### src/rtl/fc_pkg.sv
package fc_pkg;
  localparam int unsigned ADDR_W   = 32;
  localparam int unsigned CODE_W   = 8;
  localparam int unsigned NBIST    = 5;
  localparam logic [ADDR_W-CODE_W-1:0] ADDR_HI = 24'hFEFFFF;

  typedef enum logic [1:0] {
    ST_WATCH = 2'd0,
    ST_SEND  = 2'd1,
    ST_STOP  = 2'd2
  } rep_state_e;
endpackage

### src/rtl/fc_rst_sync.sv
module fc_rst_sync #(
  parameter int unsigned STAGES = 2
) (
  input  logic clk,
  input  logic arst_n,
  output logic srst_n
);
  logic [STAGES-1:0] sync_q;

  always_ff @(posedge clk or negedge arst_n) begin
    if (!arst_n) sync_q <= '0;
    else         sync_q <= {sync_q[STAGES-2:0], 1'b1};
  end

  assign srst_n = sync_q[STAGES-1];
endmodule

### src/rtl/fc_code_build.sv
module fc_code_build
  import fc_pkg::*;
(
  input  logic [NBIST-1:0]  bist_fail,
  input  logic              img_misalign,
  input  logic              bus_conf_fail,
  input  logic              sys_err,
  output logic              any_fault,
  output logic [CODE_W-1:0] code
);
  logic bist_any;
  logic other_any;

  always_comb begin
    bist_any  = |bist_fail;
    other_any = img_misalign | bus_conf_fail | sys_err;
    any_fault = bist_any | other_any;
    if (bist_any) begin
      // self-test form wins when both groups are pending
      code = {1'b1, bist_fail, 2'b00};
    end else begin
      code = {1'b0, 2'b11, img_misalign, sys_err, bus_conf_fail, 2'b00};
    end
  end
endmodule

### src/rtl/fc_report_fsm.sv
module fc_report_fsm
  import fc_pkg::*;
(
  input  logic              clk,
  input  logic              rst_n,
  input  logic              any_fault,
  input  logic [CODE_W-1:0] code_in,
  input  logic              rd_ready,
  output logic              rd_valid,
  output logic [ADDR_W-1:0] rd_addr,
  output logic              fail_n,
  output logic              halt
);
  rep_state_e        state_q, state_d;
  logic [CODE_W-1:0] code_q;
  logic              code_en;

  always_comb begin
    state_d = state_q;
    code_en = 1'b0;
    unique case (state_q)
      ST_WATCH: if (any_fault) begin
        state_d = ST_SEND;
        code_en = 1'b1;
      end
      ST_SEND:  if (rd_ready) state_d = ST_STOP;
      ST_STOP:  state_d = ST_STOP;
      default:  state_d = ST_STOP;
    endcase
  end

  always_ff @(posedge clk or negedge rst_n) begin
    if (!rst_n) state_q <= ST_WATCH;
    else        state_q <= state_d;
  end

  always_ff @(posedge clk or negedge rst_n) begin
    if (!rst_n)       code_q <= '0;
    else if (code_en) code_q <= code_in;
  end

  assign rd_valid = (state_q == ST_SEND);
  assign rd_addr  = {ADDR_HI, code_q};
  assign fail_n   = (state_q == ST_WATCH);
  assign halt     = (state_q == ST_STOP);


  hold_stable_chk: assert property (@(posedge clk) disable iff (!rst_n)
    (rd_valid && !rd_ready) |=> (rd_valid && $stable(rd_addr)));

  single_txn_chk: assert property (@(posedge clk) disable iff (!rst_n)
    halt |=> (halt && !rd_valid));

  fail_latch_chk: assert property (@(posedge clk) disable iff (!rst_n)
    !fail_n |=> !fail_n);

  detect_chk: assert property (@(posedge clk) disable iff (!rst_n)
    (fail_n && any_fault) |=> (rd_valid && !fail_n));

  reserved_low_chk: assert property (@(posedge clk) disable iff (!rst_n)
    rd_valid |-> (rd_addr[1:0] == 2'b00));

  addr_hi_chk: assert property (@(posedge clk) disable iff (!rst_n)
    rd_valid |-> (rd_addr[ADDR_W-1:CODE_W] == ADDR_HI));
endmodule

### src/rtl/syserr_fail_reporter.sv
module syserr_fail_reporter
  import fc_pkg::*;
(
  input  logic              clk,
  input  logic              rst_n,
  input  logic [NBIST-1:0]  bist_fail,
  input  logic              img_misalign,
  input  logic              bus_conf_fail,
  input  logic              sys_err,
  input  logic              rd_ready,
  output logic              rd_valid,
  output logic [ADDR_W-1:0] rd_addr,
  output logic              fail_n,
  output logic              halt
);
  logic              srst_n;
  logic              any_fault;
  logic [CODE_W-1:0] code;

  fc_rst_sync #(.STAGES(2)) u_rst (
    .clk    (clk),
    .arst_n (rst_n),
    .srst_n (srst_n)
  );

  fc_code_build u_code (
    .bist_fail     (bist_fail),
    .img_misalign  (img_misalign),
    .bus_conf_fail (bus_conf_fail),
    .sys_err       (sys_err),
    .any_fault     (any_fault),
    .code          (code)
  );

  fc_report_fsm u_fsm (
    .clk       (clk),
    .rst_n     (srst_n),
    .any_fault (any_fault),
    .code_in   (code),
    .rd_ready  (rd_ready),
    .rd_valid  (rd_valid),
    .rd_addr   (rd_addr),
    .fail_n    (fail_n),
    .halt      (halt)
  );


  bist_prio_chk: assert property (@(posedge clk) disable iff (!srst_n)
    (fail_n && (|bist_fail)) |=> rd_addr[7]);
endmodule

### config.mk
export PLATFORM = sky130hd
export DESIGN_NAME = syserr_fail_reporter
export DESIGN_NICKNAME = d
export VERILOG_FILES = /design/src/rtl/fc_pkg.sv /design/src/rtl/fc_rst_sync.sv /design/src/rtl/fc_code_build.sv /design/src/rtl/fc_report_fsm.sv /design/src/rtl/syserr_fail_reporter.sv
export SDC_FILE = /design/constraint.sdc
export NUM_CORES = 1
export LEC_CHECK = 0
export BUFFER_PORTS_ARGS = -buffer_cell sky130_fd_sc_hd__buf_4
export CORE_MARGIN = 3
export CORE_UTILIZATION = 41
export DETAILED_ROUTE_END_ITERATION = 8
export PLACE_DENSITY = 0.9
export SYNTH_ARGS = -nofsm -noshare
export SYNTH_HDL_FRONTEND = slang
export SYNTH_SLANG_ARGS = --single-unit
### constraint.sdc
create_clock -name clk -period 2.6 [get_ports clk]
set_input_delay 0.52 -clock clk [delete_from_list [all_inputs] [get_ports clk]]
set_output_delay 0.52 -clock clk [all_outputs]
set_load 0.01 [all_outputs]
* After elaboration in Yosys (flattened, before gate mapping)
Cells that the tools add are included.
Storage, ports and cells: register bits 12, output and inout bits 35
Operators by class: equal/unequal tests 4, muxes and demuxes 6, bitwise logic cells 3, reduce and logical (&&, ||, !) cells 3
Operator list (number):
- 8-bit two-way mux | 1
- 5-bit OR reduction | 1
- 2-bit two-way mux | 2
- 2-bit one-hot mux with 2 select lines | 1
- 1-bit bitwise OR | 3
- 2-bit by 1-bit == test with 1-bit output (second input constant) | 1
- 2-bit == test (second input constant) | 1
- 2-bit zero test | 1
- 1-bit two-way mux | 2
- 2-bit by 1-bit inequality test with 1-bit output (second input constant) | 1
- 2-bit inequality test (second input constant) | 1
- 2-bit AND reduction | 1

* Logic depth before layout (Yosys ltp)
depth after elaboration 5, mapped depth 4, depth with buffers taken out 4

* By module
Synthesis repeated with hierarchy kept, for this count alone.
Unflattened totals: cells, all modules 69, area, all modules 750.7 um^2
Modules (own cells, without submodules):
- fc_report_fsm | instances 1, cells each 52, area an instance 590.6 um^2
- fc_code_build | instances 1, cells each 14, area an instance 106.4 um^2
- fc_rst_sync | instances 1, cells each 3, area an instance 53.8 um^2

* Least setup slack after synthesis
No wires, ideal clock.
kind input-to-reg, start input port bist_fail[3], end register u_fsm.code_q[2], library setup time 0.126 ns, arrival 1.626 ns, data required time 2.474 ns, path slack 0.848 ns, stages on the path 4, cell sequence or4_4 or3_4 o32ai_1 nor2_1
Between the ends: longest elaborated chain between the ends 4
Ends and longest elaborated chain:
- start: declaration | RTL line syserr_fail_reporter.sv:6 | input logic [NBIST-1:0] bist_fail,
- 5-bit OR reduction (*) | RTL line fc_code_build.sv:15 | bist_any = |bist_fail;
- 1-bit bitwise OR | RTL line fc_code_build.sv:17 | any_fault = bist_any | other_any;
- 1-bit two-way mux | RTL line fc_report_fsm.sv:22 | ST_WATCH: if (any_fault) begin
- 1-bit two-way mux | RTL line fc_report_fsm.sv:21 | unique case (state_q)
- end signal: assignment | RTL line fc_report_fsm.sv:39 | else if (code_en) code_q <= code_in;
- end: declaration | RTL line fc_report_fsm.sv:15 | logic [CODE_W-1:0] code_q;
Every way passes the cells marked *; elsewhere a longest branch is shown, timed or not. A chain may end at the register's enable or synchronous reset.

* Final worst setup path
start register u_fsm.state_q[0], end output port fail_n
Between the ends: longest elaborated chain between the ends 1
Ends and longest elaborated chain:
- start: declaration | RTL line fc_report_fsm.sv:14 | rep_state_e state_q, state_d;
- start signal: assignment | RTL line fc_report_fsm.sv:34 | else state_q <= state_d;
- 2-bit zero test | RTL line fc_report_fsm.sv:44 | assign fail_n = (state_q == ST_WATCH);
- end: declaration | RTL line syserr_fail_reporter.sv:13 | output logic fail_n,
Every way passes these cells.

==> summary.md <==
| Metric | Value |
|---|---|
| Metal1 wirelength | `between 300 and 400 µm` |
| Bufs on Longest Clock Path | `2` |
| Net count reported at finish | `99` |
| Most used cells in the layout excluding fill and tap cells | `27 x conb_1, 19 x buf_4, 10 x dfrtp_1` |
| Final hold slack | `between 20 and 25 ps` |
| Leak Pwr | `roughly 0.37 nW` |
| Register bit count reported by yosys | `10` |
| Number of vias in the routed layout | `480` |
| Synth Instances | `65` |
| Antenna violations before repair | `0` |
| Setup TNS | `0 ps` |
| Dpl ws | `between 600 and 700 ps` |
| Warnings, synthesis | `0` |
| Share of the yosys chip area belonging to registers | `between 40% and 50%` |
| Setup-failing EPs final | `0` |
| Sum of met3 wire segment lengths after detailed routing | `around 160 µm` |
| Die width | `about 45 µm` |
| Clock transition at the register clock pins on the worst setup and hold paths after CTS | `roughly 70 ps` |
| Worst EP required | `2080 ps` |
| Area taken by multi-input logic gates | `approximately 260 µm²` |
| Post-Route Utilization | `between 50 and 60%` |
| Endpoint type of the worst setup path | `output pin` |
| Placer Congestion | `approximately 0.76` |
| Beginning of the critical path | `u_fsm.state_q[0]$_DFFE_PN0P_` |
| Startpoint Class | `flop` |
| Final wirelength | `1240 µm` |
| Peak fanout along the critical path | `9` |
| Number of rows created at floorplan | `13` |
| Largest net degree at the start of global routing | `10` |
| FMAX | `531 MHz` |
| Top-level I/O count | `46` |
| CP Data Arrival Time | `~1400 ps` |
| Register-to-register path setup slack | `around 970 ps` |
| Antenna violation net count after detailed routing | `0` |
| First-pass iteration count of the detailed router | `5` |
| Worst min-delay path category | `in -> async` |
| Final cycle utilization of the critical path | `slightly above 70%` |
| R2r endpoint | `u_fsm.code_q[2]$_DFFE_PN0P_` |
| Vias per inst | `between 4 and 5` |
| Worst slew slack as a fraction of its limit | `between 60% and 70%` |
| Most common cell after layout, fill and taps aside | `conb_1` |
| Residual DRC count | `0` |
| Highest Signal Layer | `met4` |
| Crit path setup slack, layout | `around 700 ps` |
| Number of H-tree branching levels | `1` |
| DPL Wire Length | `996 µm` |
| Initial DRC Count | `10` |
| Fin. max-slew vios | `0` |
| Inserted Clock Buffers | `3` |
| Post-cts resize count | `0` |
| Mean area per synthesized cell | `roughly 9.5 µm²` |
| Synthesis-to-layout area growth | `15.7%` |
| Setup repair after global routing missed its margin | `false` |
| Kind of critical path | `reg -> out` |
| Total standard cell area after synthesis | `approximately 620 µm²` |
| Wire length of the first global-routing pass | `between 1500 and 2000 µm` |
| Worst reg-to-reg path cell count | `4` |
| Detailed route wirelength on metal2 | `approximately 660 µm` |
| Post-Place Cell Area | `around 680 µm²` |
| Post-CTS Setup Repair Bufs | `0` |
| Final Critical Period | `approximately 1900 ps` |
| Starting density of the core | `a little under half` |
| Total track usage | `13.0%` |
| Worst Skew | `11.2 ps` |
| Measured slew at the worst slew-check pin | `562 ps` |
| Number of maximum-capacitance violations | `0` |
| Root Buffer | `clkbuf_4` |
| Vert. Die Dim | `44.8 µm` |
| Cts hold-fix bufs | `0` |
| Latest clock arrival within the worst-skew pair | `270 ps` |
| Sequential Area | `~250 µm²` |
| Status | `finished, final reports clean` |
| Pwr per Cell Area | `792 mW/mm²` |
| Total die area | `about 0.002 mm²` |
| Core Box Area | `0.00135 mm²` |
| Vias in the first global route | `between 400 and 500` |
| CTS tree | `built` |
| Number of sinks on the clock net | `10` |
| Total congestion overflow after global routing | `0` |
| Critical Path Sink | `fail_n` |
| Crit Reg-Reg Startpoint | `u_fsm.state_q[0]$_DFFE_PN0P_` |
| Area of all placed cells without fillers | `between 700 and 800 µm²` |
| Input/output buffers | `19` |
| Share of final-layout standard cells stronger than drive strength 1 | `28.7%` |
| Ant. Diodes | `0` |
| WL per Instance | `12.2 µm` |
| Hold Violations, Final | `0` |
| Number of distinct library cell variants in the gate-level netlist after synthesis | `16` |
| Peak supply drop | `roughly 440 µV` |
| Filler Cell Count | `around 140` |
kinds of logic (layout without fill, tap and decap cells):
kind of cell | after synthesis | count (layout) | share of synthesized area (%)
AO/OA/AOI/OAI | 11 | 11 | 13.0
buffers and inverters | 26 | 23 | 31.7
flip-flops | 10 | 10 | 40.7
other | 2 | 27 | 1.22
AND/OR/NAND/NOR | 16 | 16 | 13.4
layout make-up:
cell class	instances	area share [%]
multi-input combinational	54	37.1
sequential	10	35.1
timing repair buffer	19	20.0
clock buffer	4	5.10
tap	15	2.64
registers in the layout, indices dropped and copies added (netlist names):
| signal | flops |
|---|---|
| u_fsm.code_q | 6 |
| u_fsm.state_q | 2 |
| u_rst.sync_q | 2 |
worst min path at each step:
stage	start	to	slack [ps]	depth (start not counted)
3_5_place_dp	u_rst.sync_q[1]$_DFF_PN0_	u_fsm.code_q[7]$_DFFE_PN0P_	140	0
5_1_grt	rst_n	u_rst.sync_q[1]$_DFF_PN0_	6	1
3_3_place_gp	u_rst.sync_q[1]$_DFF_PN0_	u_fsm.code_q[7]$_DFFE_PN0P_	130	0
6_report	rst_n	u_rst.sync_q[1]$_DFF_PN0_	20	1
2_1_floorplan	u_rst.sync_q[1]$_DFF_PN0_	u_fsm.code_q[2]$_DFFE_PN0P_	90	0
4_1_cts	rst_n	u_rst.sync_q[0]$_DFF_PN0_	20	1
routing by layer:
layer  up-vias  track usage (%)
met4         0             7.83
met1       219             11.1
met5         -                0
met3        10             6.37
li1        214                -
met2        37             23.8
through the flow:
| stage | total power, W | instances |
|---|---|---|
| 6_report | 0.000564 | 102 |
| 5_1_grt | 0.000601 | 102 |
| 4_1_cts | 0.000569 | 102 |
| 3_5_place_dp | 0.000425 | 98 |
| 3_3_place_gp | 0.000413 | 98 |
| 2_1_floorplan | 0.000350 | 90 |
Yosys cell counts:
library cell | n | area share, %
o21ai_1 | 1 | 0.81
dfrtp_1 | 10 | 41
o22ai_1 | 3 | 3.0
o32ai_1 | 3 | 4.3
buf_4 | 26 | 32
a21oi_1 | 1 | 0.81
nor2b_1 | 2 | 2.0
nor2_1 | 8 | 4.9
or3_1 | 1 | 1.0
or4_4 | 1 | 1.8
o22a_1 | 1 | 1.4
a21o_1 | 1 | 1.2
a2bb2oi_1 | 1 | 1.4
or3_4 | 1 | 1.8
conb_1 | 2 | 1.2
nand2_1 | 3 | 1.8
worst max-delay path, stage by stage (launching register included):
cell	delay (ps)
dfrtp_1	410
nor2_1	450
buf_4	220
where the power goes:
part	leakage, nW	internal [W]	total [W]	switching, W
Combinational	0.235	0.0000941	0.000186	0.0000918
Clock	0.0210	0.0000851	0.000142	0.0000568
Sequential	0.114	0.000199	0.000236	0.0000374
Total	0.371	0.000378	0.000564	0.000186
No activity file was read; power rests on OpenSTA's default activity.
